### src/rtl/bcd_rtc_chain.sv
module bcd_rtc_chain #(
  parameter int NBYTES = 8
) (
  input  logic                  clk,
  input  logic                  rst_n,
  input  logic                  tick_i,
  input  logic                  load_i,
  input  logic [NBYTES*8-1:0]   load_data_i,
  output logic [NBYTES*8-1:0]   time_o,
  output logic                  rst_ignore_o
);
  localparam int W = NBYTES * 8;
  localparam logic [63:0] KEEP = 64'hFF_1F_3F_37_BF_7F_7F_FF;
  localparam logic [63:0] INIT = 64'h00_01_01_31_00_00_00_00;

  logic [7:0] hs, sc, mn, hr, dw, dt, mo, yr;

  function automatic logic [7:0] inc(input logic [7:0] v);
    return (v[3:0] == 4'd9) ? {v[7:4] + 4'd1, 4'd0} : {v[7:4], v[3:0] + 4'd1};
  endfunction

  logic run, leap, c0, c1, c2, c3, c4, c5, hr_wrap;
  logic [7:0] last_day, hr_nxt, hs_i, sc_i, mn_i, dt_i, mo_i, yr_i, h12_i, h24_i;

  assign run = tick_i && !dw[5];
  assign leap = yr[4] ? (yr[3:0] == 4'd2 || yr[3:0] == 4'd6)
                      : (yr[3:0] == 4'd0 || yr[3:0] == 4'd4 || yr[3:0] == 4'd8);

  always_comb begin
    case (mo)
      8'h04, 8'h06, 8'h09, 8'h11: last_day = 8'h30;
      8'h02:                      last_day = leap ? 8'h29 : 8'h28;
      default:                    last_day = 8'h31;
    endcase
  end

  assign hs_i  = inc(hs);
  assign sc_i  = inc(sc);
  assign mn_i  = inc(mn);
  assign dt_i  = inc(dt);
  assign mo_i  = inc(mo);
  assign yr_i  = inc(yr);
  assign h12_i = inc({3'b000, hr[4:0]});
  assign h24_i = inc({2'b00, hr[5:0]});

  assign hr_wrap = hr[7] ? (hr[5] && hr[4:0] == 5'h11) : (hr[5:0] == 6'h23);

  always_comb begin
    if (hr[7]) begin
      if (hr[4:0] == 5'h11)      hr_nxt = {2'b10, ~hr[5], 5'h12};
      else if (hr[4:0] == 5'h12) hr_nxt = {hr[7:5], 5'h01};
      else                       hr_nxt = {hr[7:5], h12_i[4:0]};
    end else begin
      hr_nxt = hr_wrap ? 8'h00 : {2'b00, h24_i[5:0]};
    end
  end

  assign c0 = run && hs == 8'h99;
  assign c1 = c0 && sc == 8'h59;
  assign c2 = c1 && mn == 8'h59;
  assign c3 = c2 && hr_wrap;
  assign c4 = c3 && dt >= last_day;
  assign c5 = c4 && mo >= 8'h12;

  always_ff @(posedge clk or negedge rst_n) begin
    if (!rst_n) begin
      {yr, mo, dt, dw, hr, mn, sc, hs} <= INIT;
    end else if (load_i) begin
      {yr, mo, dt, dw, hr, mn, sc, hs} <= load_data_i & KEEP;
    end else if (run) begin
      hs <= c0 ? 8'h00 : hs_i;
      if (c0) sc <= c1 ? 8'h00 : sc_i;
      if (c1) mn <= c2 ? 8'h00 : mn_i;
      if (c2) hr <= hr_nxt;
      if (c3) begin
        dw <= {dw[7:3], (dw[2:0] == 3'd7) ? 3'd1 : dw[2:0] + 3'd1};
        dt <= c4 ? 8'h01 : dt_i;
      end
      if (c4) mo <= c5 ? 8'h01 : mo_i;
      if (c5) yr <= (yr == 8'h99) ? 8'h00 : yr_i;
    end
  end

  assign time_o = W'({yr, mo, dt, dw, hr, mn, sc, hs});
  assign rst_ignore_o = dw[4];
endmodule

### config.mk
export PLATFORM = sky130hd
export DESIGN_NAME = bcd_rtc_chain
export DESIGN_NICKNAME = d
export VERILOG_FILES = /design/src/rtl/bcd_rtc_chain.sv
export SDC_FILE = /design/constraint.sdc
export NUM_CORES = 1
export LEC_CHECK = 0
export BUFFER_PORTS_ARGS = -buffer_cell sky130_fd_sc_hd__buf_2
export CORE_AREA = 2 2 97 99
export DETAILED_ROUTE_END_ITERATION = 10
export DIE_AREA = 0 0 99 101
export PLACE_DENSITY_LB_ADDON = 0.1
export SLEW_MARGIN = 20
export SYNTH_ARGS = -nofsm -noshare
export SYNTH_HDL_FRONTEND = slang
export SYNTH_SLANG_ARGS = --single-unit
### constraint.sdc
create_clock -name clk -period 3.04 [get_ports clk]
set_input_delay 0.304 -clock clk [delete_from_list [all_inputs] [get_ports clk]]
set_output_delay 0.304 -clock clk [all_outputs]
set_load 0.01 [all_outputs]
# Word level (Yosys, flattened, before mapping)
# Cells that the tools add are included.
# op_classes
n_addsub,16
order_cmp,2
n_eq_ne,26
n_mux,46
bitwise_logic,1
n_reduce_logical,43
# op_table
op,n
8-bit 2-to-1 mux,34
4-bit by 1-bit adder with 4-bit output (second input constant),13
4-bit equality test (second input constant),8
3-bit AND reduction,6
3-bit nonzero test,6
8-bit by 3-bit equality test with 1-bit output (second input constant),2
8-bit by 7-bit equality test with 1-bit output (second input constant),2
8-bit equality test (second input constant),2
2-bit AND reduction,7
2-bit nonzero test,7
6-bit 2-to-1 mux,2
5-bit equality test (second input constant),2
5-bit 2-to-1 mux,2
5-bit case mux with 2 select lines,1
3-bit 2-to-1 mux,3
4-bit by 3-bit equality test with 1-bit output (second input constant),2
8-bit by 2-bit equality test with 1-bit output (second input constant),1
8-bit by 4-bit equality test with 1-bit output (second input constant),1
8-bit by 5-bit equality test with 1-bit output (second input constant),1
8-bit by 5-bit >= comparator with 1-bit output (second input constant),1
8-bit >= comparator,1
1-bit logical AND,8
4-bit AND reduction,2
7-bit 2-to-1 mux,1
other kinds (15),19
# word_totals
register_bits,64

# Logic depth before layout (Yosys ltp)
# Gate-level depths: netlist (run 1).
# logic_depth
word_depth,13
depth_mapped,14
depth_no_buf,13

# Least setup slack after synthesis (run 1)
# OpenSTA, ideal clock, no wires.
# synth_path
kind,reg2reg
startpoint,register mo[0]
endpoint,register yr[4]
arrival_ns,3.054
required_ns,2.915
slack_ns,-0.139
stages_incl_launch_ff,14
synth_period_minus_slack_ns,3.179
cell_sequence,dfstp_2 clkbuf_1 nor3b_1 nand3_1 nand2b_1 a21oi_1 a21o_1 ha_1 nor4b_1 o211ai_1 o21ai_0 buf_2 nor3_1 mux2_2
# synth_via
elab_chain_len,8
word_cells_on_any_way,13
cone_classes,order compare: 2; eq/ne: 5; mux: 1; reduce/logical: 5
# synth_lines
item,line_no,text
"start, declared",16,"logic [7:0] hs, sc, mn, hr, dw, dt, mo, yr;"
"start signal, assigned",69,"{yr, mo, dt, dw, hr, mn, sc, hs} <= load_data_i & KEEP;"
"start signal, assigned",79,if (c4) mo <= c5 ? 8'h01 : mo_i;
8-bit by 3-bit equality test with 1-bit output (tied with other cells),30,case (mo)
4-bit OR reduction,30,
5-bit case mux with 2 select lines,30,
8-bit >= comparator,62,assign c4 = c3 && dt >= last_day;
1-bit logical AND,62,
1-bit logical AND (*),63,assign c5 = c4 && mo >= 8'h12;
2-bit nonzero test (no source line) (*),-,
3-bit AND reduction (no source line) (*),-,
"end signal, assigned",69,
"end signal, assigned",80,if (c5) yr <= (yr == 8'h99) ? 8'h00 : yr_i;
"end, declared",16,
# Every way passes the cells marked *; elsewhere a longest branch is shown, timed or not.
# A chain may end at the register's enable or synchronous reset.

# Worst setup path in the final report (run 1)
# layout_path
startpoint,register mo[4]
endpoint,register dt[3]
# layout_via
elab_chain_len,9
word_cells_on_any_way,13
cone_classes,order compare: 1; eq/ne: 5; mux: 5; reduce/logical: 2
# layout_lines
item,line_no,text
8-bit by 3-bit equality test with 1-bit output (tied with other cells),30,
4-bit OR reduction,30,
5-bit case mux with 2 select lines (*),30,
8-bit >= comparator (*),62,
1-bit logical AND (*),62,
8-bit 2-to-1 mux (*),77,dt <= c4 ? 8'h01 : dt_i;
8-bit 2-to-1 mux (*),75,if (c3) begin
8-bit 2-to-1 mux (*),70,end else if (run) begin
8-bit 2-to-1 mux (*),68,end else if (load_i) begin
"end signal, assigned",69,
"end signal, assigned",77,
"end, declared",16,
# Every way passes the cells marked *; elsewhere a longest branch is shown, timed or not. The select of a mux whose other input is x is not followed.

==> results of run 1 <==
-- timing repair --
action | 4_1_cts | 5_1_grt
setup endpoints to repair | 1 | 15
pin swaps | 1 | 9
buffers inserted | 2 | 5
gates cloned | 0 | 0
resized for setup | 1 | 13
-- area by class of cell --
cell class,instances,share of cell area
multi-input cells,351,0.4711
flip-flops and latches,60,0.2948
repair buffers,146,0.1570
clock buffers,13,0.02715
well taps,111,0.02715
inverters,27,0.01981
clock inverters,3,0.002935
-- logic make-up after synthesis --
kind of cell,Yosys count,share of synthesized area
DFF,60,0.3693
and+or+nand+nor,162,0.2081
other,1,0.0009185
muxes,19,0.05026
AOI/OAI and AO/OA,138,0.2259
adders and majority gates,26,0.07968
xor gates and xnor gates,2,0.004291
buffers and inverters,57,0.06160
-- report_power, final --
group | internal (mW) | switching, mW
combinational | 0.717 | 0.731
sequential | 0.973 | 0.229
clock | 0.293 | 0.320
-- per-stage QoR --
| stage | total power [mW] | hold slack (ps) |
|---|---|---|
| detailed placement | 2.499 | 501.7 |
| finish | 3.262 | 131.0 |
| floorplan | 1.971 | 8.409 |
| CTS | 3.158 | 155.8 |
| global route | 3.508 | 163.7 |
| global placement | 2.471 | 488.9 |
-- worst max-delay path by stage --
stage	start	to	depth (start not counted)
floorplan	mo[0]	yr[3]	13
global placement	mo[0]	yr[2]	13
detailed placement	mo[0]	yr[2]	13
CTS	mo[0]	yr[2]	13
global route	mo[4]	dt[3]	14
finish	mo[4]	dt[3]	14
-- metal layers --
layer / GRT usage / up-vias / wire length (um)
met2: 0.3612 / 114 / 5230
met4: 0.08851 / 0 / 199
li1: - / 1964 / -
met3: 0.04993 / 16 / 631
met1: 0.2876 / 1923 / 4990
met5: 0 / - / 0
-- registers in the layout (all words and copies together) (netlist names) --
signal and cells:
dt 8, dw 5, hr 7, hs 8, mn 8, mo 8, sc 8, yr 8
-- cells in the mapped netlist, drive strengths merged (2+ instances only) --
cell type,n
and3,5
a31oi,3
a21oi,21
a22o,2
nand2,44
xor2,2
o31ai,7
o311ai,6
nor3b,5
and4,2
o211ai,5
nor2,30
mux2,9
a31o,2
mux2i,10
nand3b,4
o21ai,41
ha,26
dfrtp,55
o41ai,3
a2bb2oi,6
dfstp,5
inv,27
nand2b,7
buf,12
nand3,15
a22oi,9
a32oi,2
or2,4
o21a,5
and3b,4
or3b,2
nor4,3
o22ai,5
or3,5
clkbuf,18
a21o,3
and2,5
a211oi,7
nor3,17
nand4,2
==> impl_metrics.toml, run 1 <==
[route]
via_per_inst = 5.650
drc = 0
drtPass1Iterations = 5
wl_per_cell_um = 15.54
drt-total-wl_mm = 11.05
ant_nets = 0
drt_iter0_drc = 126
dr_total_vias = 4017

[sta]
min_period_ps = 2969
period_share = 0.9767
drv_slew = 0
tightestPinTransition_ps = 800.4
clock_skew_ps = 12.44
max_freq_ghz = 0.3368
finalHoldViolCount = 0
tns_ps = 0
worst_slack_ps = 70.93
rsz0062_at_grt = "yes"
setup_violations = 0
relSlewSlack = 0.4664

[die]
die_width_um = 99
die_area_mm2 = 0.009999
fp-row-count = 35
die_h_um = 101
coreArea_mm2 = 0.008977
initial_core_util = 0.4548
io_pins = 133

[yosys]
syn_avg_cell_area_um2 = 8.780
synthArstFlopShare = 1.000
yosys_warnings = 0
synth_edf_count = 0
ys_top_cells_by_area = "dfrtp_1, ha_1, o21ai_0"
seq_area_frac_synth = 0.3693
synth_cells = 465
synth_top_area_cell = "dfrtp_1"
syn_area_mm2 = 0.004083
ys_seq_elements = 60
synthFlopType = "dfrtp_1"
synth_cell_types = 70
synth_top_cell_area_share = 0.3371

[clock_tree]
cts_max_level = 3
cts_buffers = 9
cts_tree = "yes"
clk_pin_slew_ps = 70
worstSkewPairLatency_ps = 340
cts.sinks = 60
clock_path_buffers = 2
root_buffer = "clkbuf_8"
holdBufCountCts = 0

[cells_and_area]
drive_gt1_frac = 0.3283
synthToLayoutAreaGrowth_pct = 25.28
diodes = 0
post-route-util = 0.5698
nNetsFinal = 689
mostFrequentLayoutCells = "buf_2, dfrtp_1, nand2_1, o21ai_0, buf_4"
layout_commonest_cell = "buf_2"
fin_cells = 711
design_area_mm2 = 0.005115
fillers = 879
seq_area_mm2 = 0.001508
multi_input_area_mm2 = 0.002410

[critical_path]
crit_buf_inv = 2
slowest_stage = "dfrtp_1"
cp.required_ps = 3300
r2r_end = "dt[3]"
path_cells = "inv_1 > ha_2 > mux2_4 > nand3_2 > nand2b_1 > a21oi_1 > a21o_1 > ha_4 > nor4b_2 > o211ai_1 > buf_4 > or2_4 > or3_4 > o221ai_2"
worstSetupStartpointType = "flip-flop"
cp_slowest_stage_delay_ps = 410
crit_type = "reg -> reg"
path_max_fanout = 3
end_kind = "flip-flop"
r2r.worst_path.cells = 14
r2r_slack_ps = 70
crit_arrival_ps = 3230
cp_top_family = "simple AND/OR/NAND/NOR gates"
regToRegStartpoint = "mo[4]"

[pwr]
power_per_cell_area_mw_per_mm2 = 637.8
p_leak_nw = 2.435
vdd_drop_max_mv = 0.2420

[worst_hold_path]
hold_class = "in -> async"

[placed_design]
place_area_mm2 = 0.004843
placed_cells = 688
globalplace.congestion = 0.9152
post-dp-hpwl_mm = 7.908
pre_cts_slack_ps = -38.37
portBuffers = 117

[run_status]
status = "finished, final reports clean"

[global_routing]
grt_pass1_vias = 3857
antenna_found_initial = 0
overflow = 0
grt_use_total = 0.2220
grt_max_degree = 61
grt_pass1_wl_mm = 18.00

[job]
drv_cap = 0
Power figures use the tool's default switching activity.
==> inputs of run 2 (changes only) <==
--- a/config.mk
+++ b/config.mk
@@ -6,9 +6,9 @@
 export NUM_CORES = 1
 export LEC_CHECK = 0
 export BUFFER_PORTS_ARGS = -buffer_cell sky130_fd_sc_hd__buf_2
-export CORE_AREA = 2 2 97 99
+export CORE_AREA = 2 2 120 122
 export DETAILED_ROUTE_END_ITERATION = 10
-export DIE_AREA = 0 0 99 101
+export DIE_AREA = 0 0 122 124
 export PLACE_DENSITY_LB_ADDON = 0.1
 export SLEW_MARGIN = 20
 export SYNTH_ARGS = -nofsm -noshare
==> run 2 against run 1 <==
Count of clock-buffer cells in the layout up 3. Routed wire length up 14%. Combinational power about the same. Hold slack better by 49 ps. Cell area up 3.6%. Non-clock buffer count down 2. Clock power up 49%. Highest routed layer unchanged.
==> impl_metrics.toml, run 2 (same netlist as run 1, synthesis figures left out) <==
[job]
drv_cap = 0

[pwr]
vdd_drop_max_mv = 0.1865
p_int_mw = 2.201
p_clk_frac = 0.259
switching_share = 0.3772
p_sw_mw = 1.333
p_comb_frac = 0.402
p_leak_nw = 2.465
p_seq_frac = 0.339
power_per_cell_area_mw_per_mm2 = 666.5

[die]
coreArea_mm2 = 0.01372
fp-row-count = 43
die_h_um = 124
initial_core_util = 0.2976
io_pins = 133
die_area_mm2 = 0.01513
die_width_um = 122

[critical_path]
path_cells = "inv_1 > ha_2 > mux2_2 > nand3_2 > nand2b_1 > a21oi_2 > a21o_1 > ha_1 > nor4b_2 > o211ai_1 > or2_4 > or3_1 > o221ai_2"
cp.required_ps = 3290
path_max_fanout = 4
cp_slowest_stage_delay_ps = 380
crit_type = "reg -> reg"
worstSetupStartpointType = "flip-flop"
end_kind = "flip-flop"
crit_buf_inv = 1
crit_arrival_ps = 3110
slowest_stage = "dfrtp_1"
cp_top_family = "simple AND/OR/NAND/NOR gates"

[cells_and_area]
post-route-util = 0.3864
mostFrequentLayoutCells = "buf_2, dfrtp_1, nand2_1, o21ai_0"
synthToLayoutAreaGrowth_pct = 29.85
layout_commonest_cell = "buf_2"
nNetsFinal = 688
fin_cells = 780
drive_gt1_frac = 0.3205

[global_routing]
grt_pass1_wl_mm = 20.11
grt_pass1_vias = 3994
overflow = 0
grt_use_total = 0.1712
antenna_found_initial = 2
grt_max_degree = 34

[sta]
tns_ps = 0
period_share = 0.9426
min_period_ps = 2866
clock_skew_ps = 4.121
rsz0062_at_grt = "yes"
finalHoldViolCount = 0
worst_slack_ps = 174.4
relSlewSlack = 0.5758
tightestPinTransition_ps = 635.6
setup_violations = 0
drv_slew = 0
max_freq_ghz = 0.3490
hold_ws_ps = 179.6

[clock_tree]
cts_tree = "yes"
cts_buffers = 9
worstSkewPairLatency_ps = 330
root_buffer = "clkbuf_16"
cts_max_level = 3
clock_path_buffers = 2
clk_pin_slew_ps = 50
cts.sinks = 60

[route]
drtPass1Iterations = 4
via_per_inst = 5.047
drt_iter0_drc = 187
drt-total-wl_mm = 12.61
drc = 0
wl_per_cell_um = 16.17
ant_nets = 0
dr_total_vias = 3937

[placed_design]
portBuffers = 117
placed_cells = 758
globalplace.congestion = 0.8115
pre_cts_slack_ps = 15.94
post-dp-hpwl_mm = 9.313

[run_status]
status = "finished, final reports clean"

[worst_hold_path]
hold_class = "in -> reg"
==> run 2: changes by cell type in the layout (fill, tap and decap cells not counted), moves of 2 or more <==
| cell | before | now |
|---|---|---|
| clkinv_2 | 3 | 0 |
| ha_1 | 23 | 25 |
| clkbuf_1 | 4 | 7 |
| clkbuf_8 | 9 | 0 |
| buf_4 | 29 | 26 |
| clkbuf_16 | 0 | 9 |
==> run 2: final timing paths <==
check	from	endpoint	slack, ps	cells after the start
max in group asynchronous	rst_n	dw[0]	1810	3
hold / removal	load_data_i[10]	sc[2]	180	3
setup / recovery	mo[4]	dt[3]	170	13
setup reg to reg	mo[4]	dt[3]	170	13
hold reg to reg	dt[7]	dt[7]	520	1
min in group asynchronous	rst_n	hr[3]	490	2
==> run 2: cell type report <==
type / count / area, um^2
fill: 1428 / 8418
multi-input combinational: 352 / 2422
sequential: 60 / 1508
timing repair buffer: 144 / 790.8
clock buffer: 16 / 251.5
tap: 180 / 225.2
inverter: 27 / 101.3
antenna: 1 / 2.502
==> run 2: metal layers <==
layer  global-route usage  vias up  part of all wire
met5                    0        -                 0
met4              0.06753        0             0.012
met3              0.03800       11             0.051
met2               0.2737       90              0.45
met1               0.2254     1867              0.48
li1                     -     1969                 -
==> run 2: power groups by stage <==
stage / logic, mW / registers [mW] / clock network, mW
after floorplan: 0.722 / 1.25 / 0
after CTS: 1.36 / 1.19 / 0.942
after global placement: 1.30 / 1.20 / 0
after detailed placement: 1.32 / 1.21 / 0
after global routing: 1.59 / 1.23 / 0.989
final: 1.42 / 1.20 / 0.915
==> run 2: metrics by stage <==
| step | total power, mW | instance area (um^2) |
|---|---|---|
| 2_1_floorplan | 1.971 | 4104 |
| 3_3_place_gp | 2.506 | 4937 |
| 3_5_place_dp | 2.527 | 4937 |
| 4_1_cts | 3.495 | 5220 |
| 5_1_grt | 3.811 | 5299 |
| 6_report | 3.533 | 5301 |
==> run 2: repair_timing <==
item | 4_1_cts | 5_1_grt
hold buffers | 1 | 0
hold endpoints to repair | 19 | 0
pin swaps | 1 | 4
cloned | 0 | 1
gates resized for setup | 1 | 15
buffers inserted | 2 | 1
endpoints found under the setup margin | 1 | 18
==> run 2: worst min-delay path, stage by stage <==
cell     delay, ps
buf_2           70
nand2_1         40
o21ai_0         60
==> inputs of run 3 (changes only) <==
--- a/config.mk
+++ b/config.mk
@@ -6,9 +6,9 @@
 export NUM_CORES = 1
 export LEC_CHECK = 0
 export BUFFER_PORTS_ARGS = -buffer_cell sky130_fd_sc_hd__buf_2
-export CORE_AREA = 2 2 120 122
+export CORE_AREA = 2 2 154 96
 export DETAILED_ROUTE_END_ITERATION = 10
-export DIE_AREA = 0 0 122 124
+export DIE_AREA = 0 0 156 98
 export PLACE_DENSITY_LB_ADDON = 0.1
 export SLEW_MARGIN = 20
 export SYNTH_ARGS = -nofsm -noshare
==> constraint.sdc (replaced) <==
create_clock -name clk -period 2.85 [get_ports clk]
set_input_delay 0.285 -clock clk [delete_from_list [all_inputs] [get_ports clk]]
set_output_delay 0.285 -clock clk [all_outputs]
set_load 0.01 [all_outputs]
==> run 3 against run 2 <==
The flow now finishes with violations (negative setup slack). Sequential power grew 8%. Register-to-register slack worse by 290 ps. Core utilization increased by 1.9 points. Clock power rose by 39%. Cell area grew 7.0%. Cell count grew 1.5%. Clock skew up 4.3 ps. Global-route usage increased by 0.55 points. Hold slack got worse by 22 ps. Flip-flop and latch count is the same. Critical endpoint unchanged. Largest cell class unchanged. Highest routed layer unchanged.
==> impl_metrics.toml, run 3 (same netlist as run 1, synthesis figures left out) <==
[cells_and_area]
mostFrequentLayoutCells = "buf_2, dfrtp_1, nand2_1, o21ai_0, buf_4"
multi_input_area_mm2 = 0.002569
nNetsFinal = 701
layout_commonest_cell = "buf_2"
design_area_mm2 = 0.005674
fillers = 1435
seq_area_mm2 = 0.001508
diodes = 0
synthToLayoutAreaGrowth_pct = 38.98
drive_gt1_frac = 0.3824

[clock_tree]
cts_tree = "yes"
root_buffer = "clkbuf_16"
cts_max_level = 3
clock_path_buffers = 2
worstSkewPairLatency_ps = 330
clk_pin_slew_ps = 60
cts.sinks = 60
cts_buffers = 9

[sta]
min_period_ps = 2962
rsz0062_at_grt = "yes"
setup_violations = 11
clock_skew_ps = 8.423
worst_slack_ps = -111.9
relSlewSlack = 0.5591
finalHoldViolCount = 0
tightestPinTransition_ps = 658.2
max_freq_ghz = 0.3376
period_share = 1.039
drv_slew = 0

[placed_design]
place_area_mm2 = 0.005061
pre_cts_slack_ps = -230.5
globalplace.congestion = 0.8182
post-dp-hpwl_mm = 9.695
portBuffers = 117

[die]
coreArea_mm2 = 0.01400
initial_core_util = 0.2917
fp-row-count = 34
die_width_um = 156
io_pins = 133
die_h_um = 98
die_area_mm2 = 0.01529

[global_routing]
antenna_found_initial = 0
grt_pass1_wl_mm = 21.18
grt_max_degree = 38
grt_use_total = 0.1767
grt_pass1_vias = 3931
overflow = 0

[critical_path]
cp.required_ps = 3100
worstSetupStartpointType = "flip-flop"
regToRegStartpoint = "mo[4]"
r2r_slack_ps = -110
end_kind = "flip-flop"
crit_type = "reg -> reg"
path_max_fanout = 3
crit_arrival_ps = 3210
r2r_end = "dt[3]"
r2r.worst_path.cells = 13

[worst_hold_path]
hold_class = "in -> reg"
holdCritStartpoint = "load_data_i[5]"
whs_endpoint = "hs[5]"
hold_path_depth = 3

[run_status]
violations = "negative setup slack"
status = "finished, violations left"

[route]
drt_iter0_drc = 158
wl_per_cell_um = 16.75
wl_met3_um = 829
wl_met1_mm = 7.029
ant_nets = 0
via_per_inst = 5.150
drtPass1Iterations = 5
met2_wirelength_mm = 5.227
drt-total-wl_mm = 13.26
topRoutingLayerUsed = "met4"
drc = 0
dr_total_vias = 4079

[pwr]
p_leak_nw = 2.623
power_per_cell_area_mw_per_mm2 = 770.1
vdd_drop_max_mv = 0.2420
power_mw = 4.369

[job]
drv_cap = 0
-- run 3: worst max-delay path by stage --
stage	startpoint	endpoint	slack (ps)
after floorplan	mo[0]	yr[3]	-20
final	mo[4]	dt[3]	-110
after global routing	mo[3]	dt[3]	-230
after detailed placement	mo[4]	dt[3]	-230
after CTS	mo[0]	yr[3]	-150
after global placement	mo[4]	dt[3]	-70
-- run 3: metrics by stage --
stage               hold slack, ps  setup TNS [ps]  utilization  std cells
global placement             339.9          -404.2       0.3616        772
floorplan                   -10.59          -57.29            -        468
detailed placement           342.2           -3098       0.3616        772
global route                 150.6           -2059       0.4054        792
CTS                          143.5           -1359       0.3964        790
finish                       157.1          -339.4       0.4054        792
-- run 3: final cells by class --
type,count,area share
Clock buffer,9,0.03969
Timing Repair Buffer,158,0.1641
Sequential cell,60,0.2657
Clock inverter,7,0.02029
Multi-Input combinational cell,351,0.4527
Tap cell,180,0.03969
Inverter,27,0.01786
-- run 3: per-layer routing --
layer  vias to the layer above  global-route usage
li1                       1997                   -
met1                      1931              0.2694
met2                       135              0.2447
met3                        16             0.04660
met4                         0             0.04446
met5                         -                   0
-- run 3: what timing repair did --
item / in CTS / in global routing
pin swaps: 9 / 15
endpoints found under the setup margin: 24 / 24
hold buffers: 1 / 0
buffers inserted: 2 / 3
resized for setup: 30 / 22
hold endpoints to repair: 19 / 0
cloned: 0 / 0
-- run 3: worst max-delay path, stage by stage, from the launching register on --
cell and delay [ps]:
dfrtp_1 410, ha_2 200, mux2_4 280, nand3_4 90
nand2b_1 70, a21oi_2 120, a21o_1 140, ha_4 210
nor4b_2 210, o211ai_1 210, buf_4 210, or2_4 230
or3_4 330, o221ai_2 170
-- run 3: report_power, final --
group          switching, mW  internal (mW)
Clock                  0.423          0.851
Combinational          0.925          0.885
Sequential             0.246           1.04
Total                   1.59           2.78
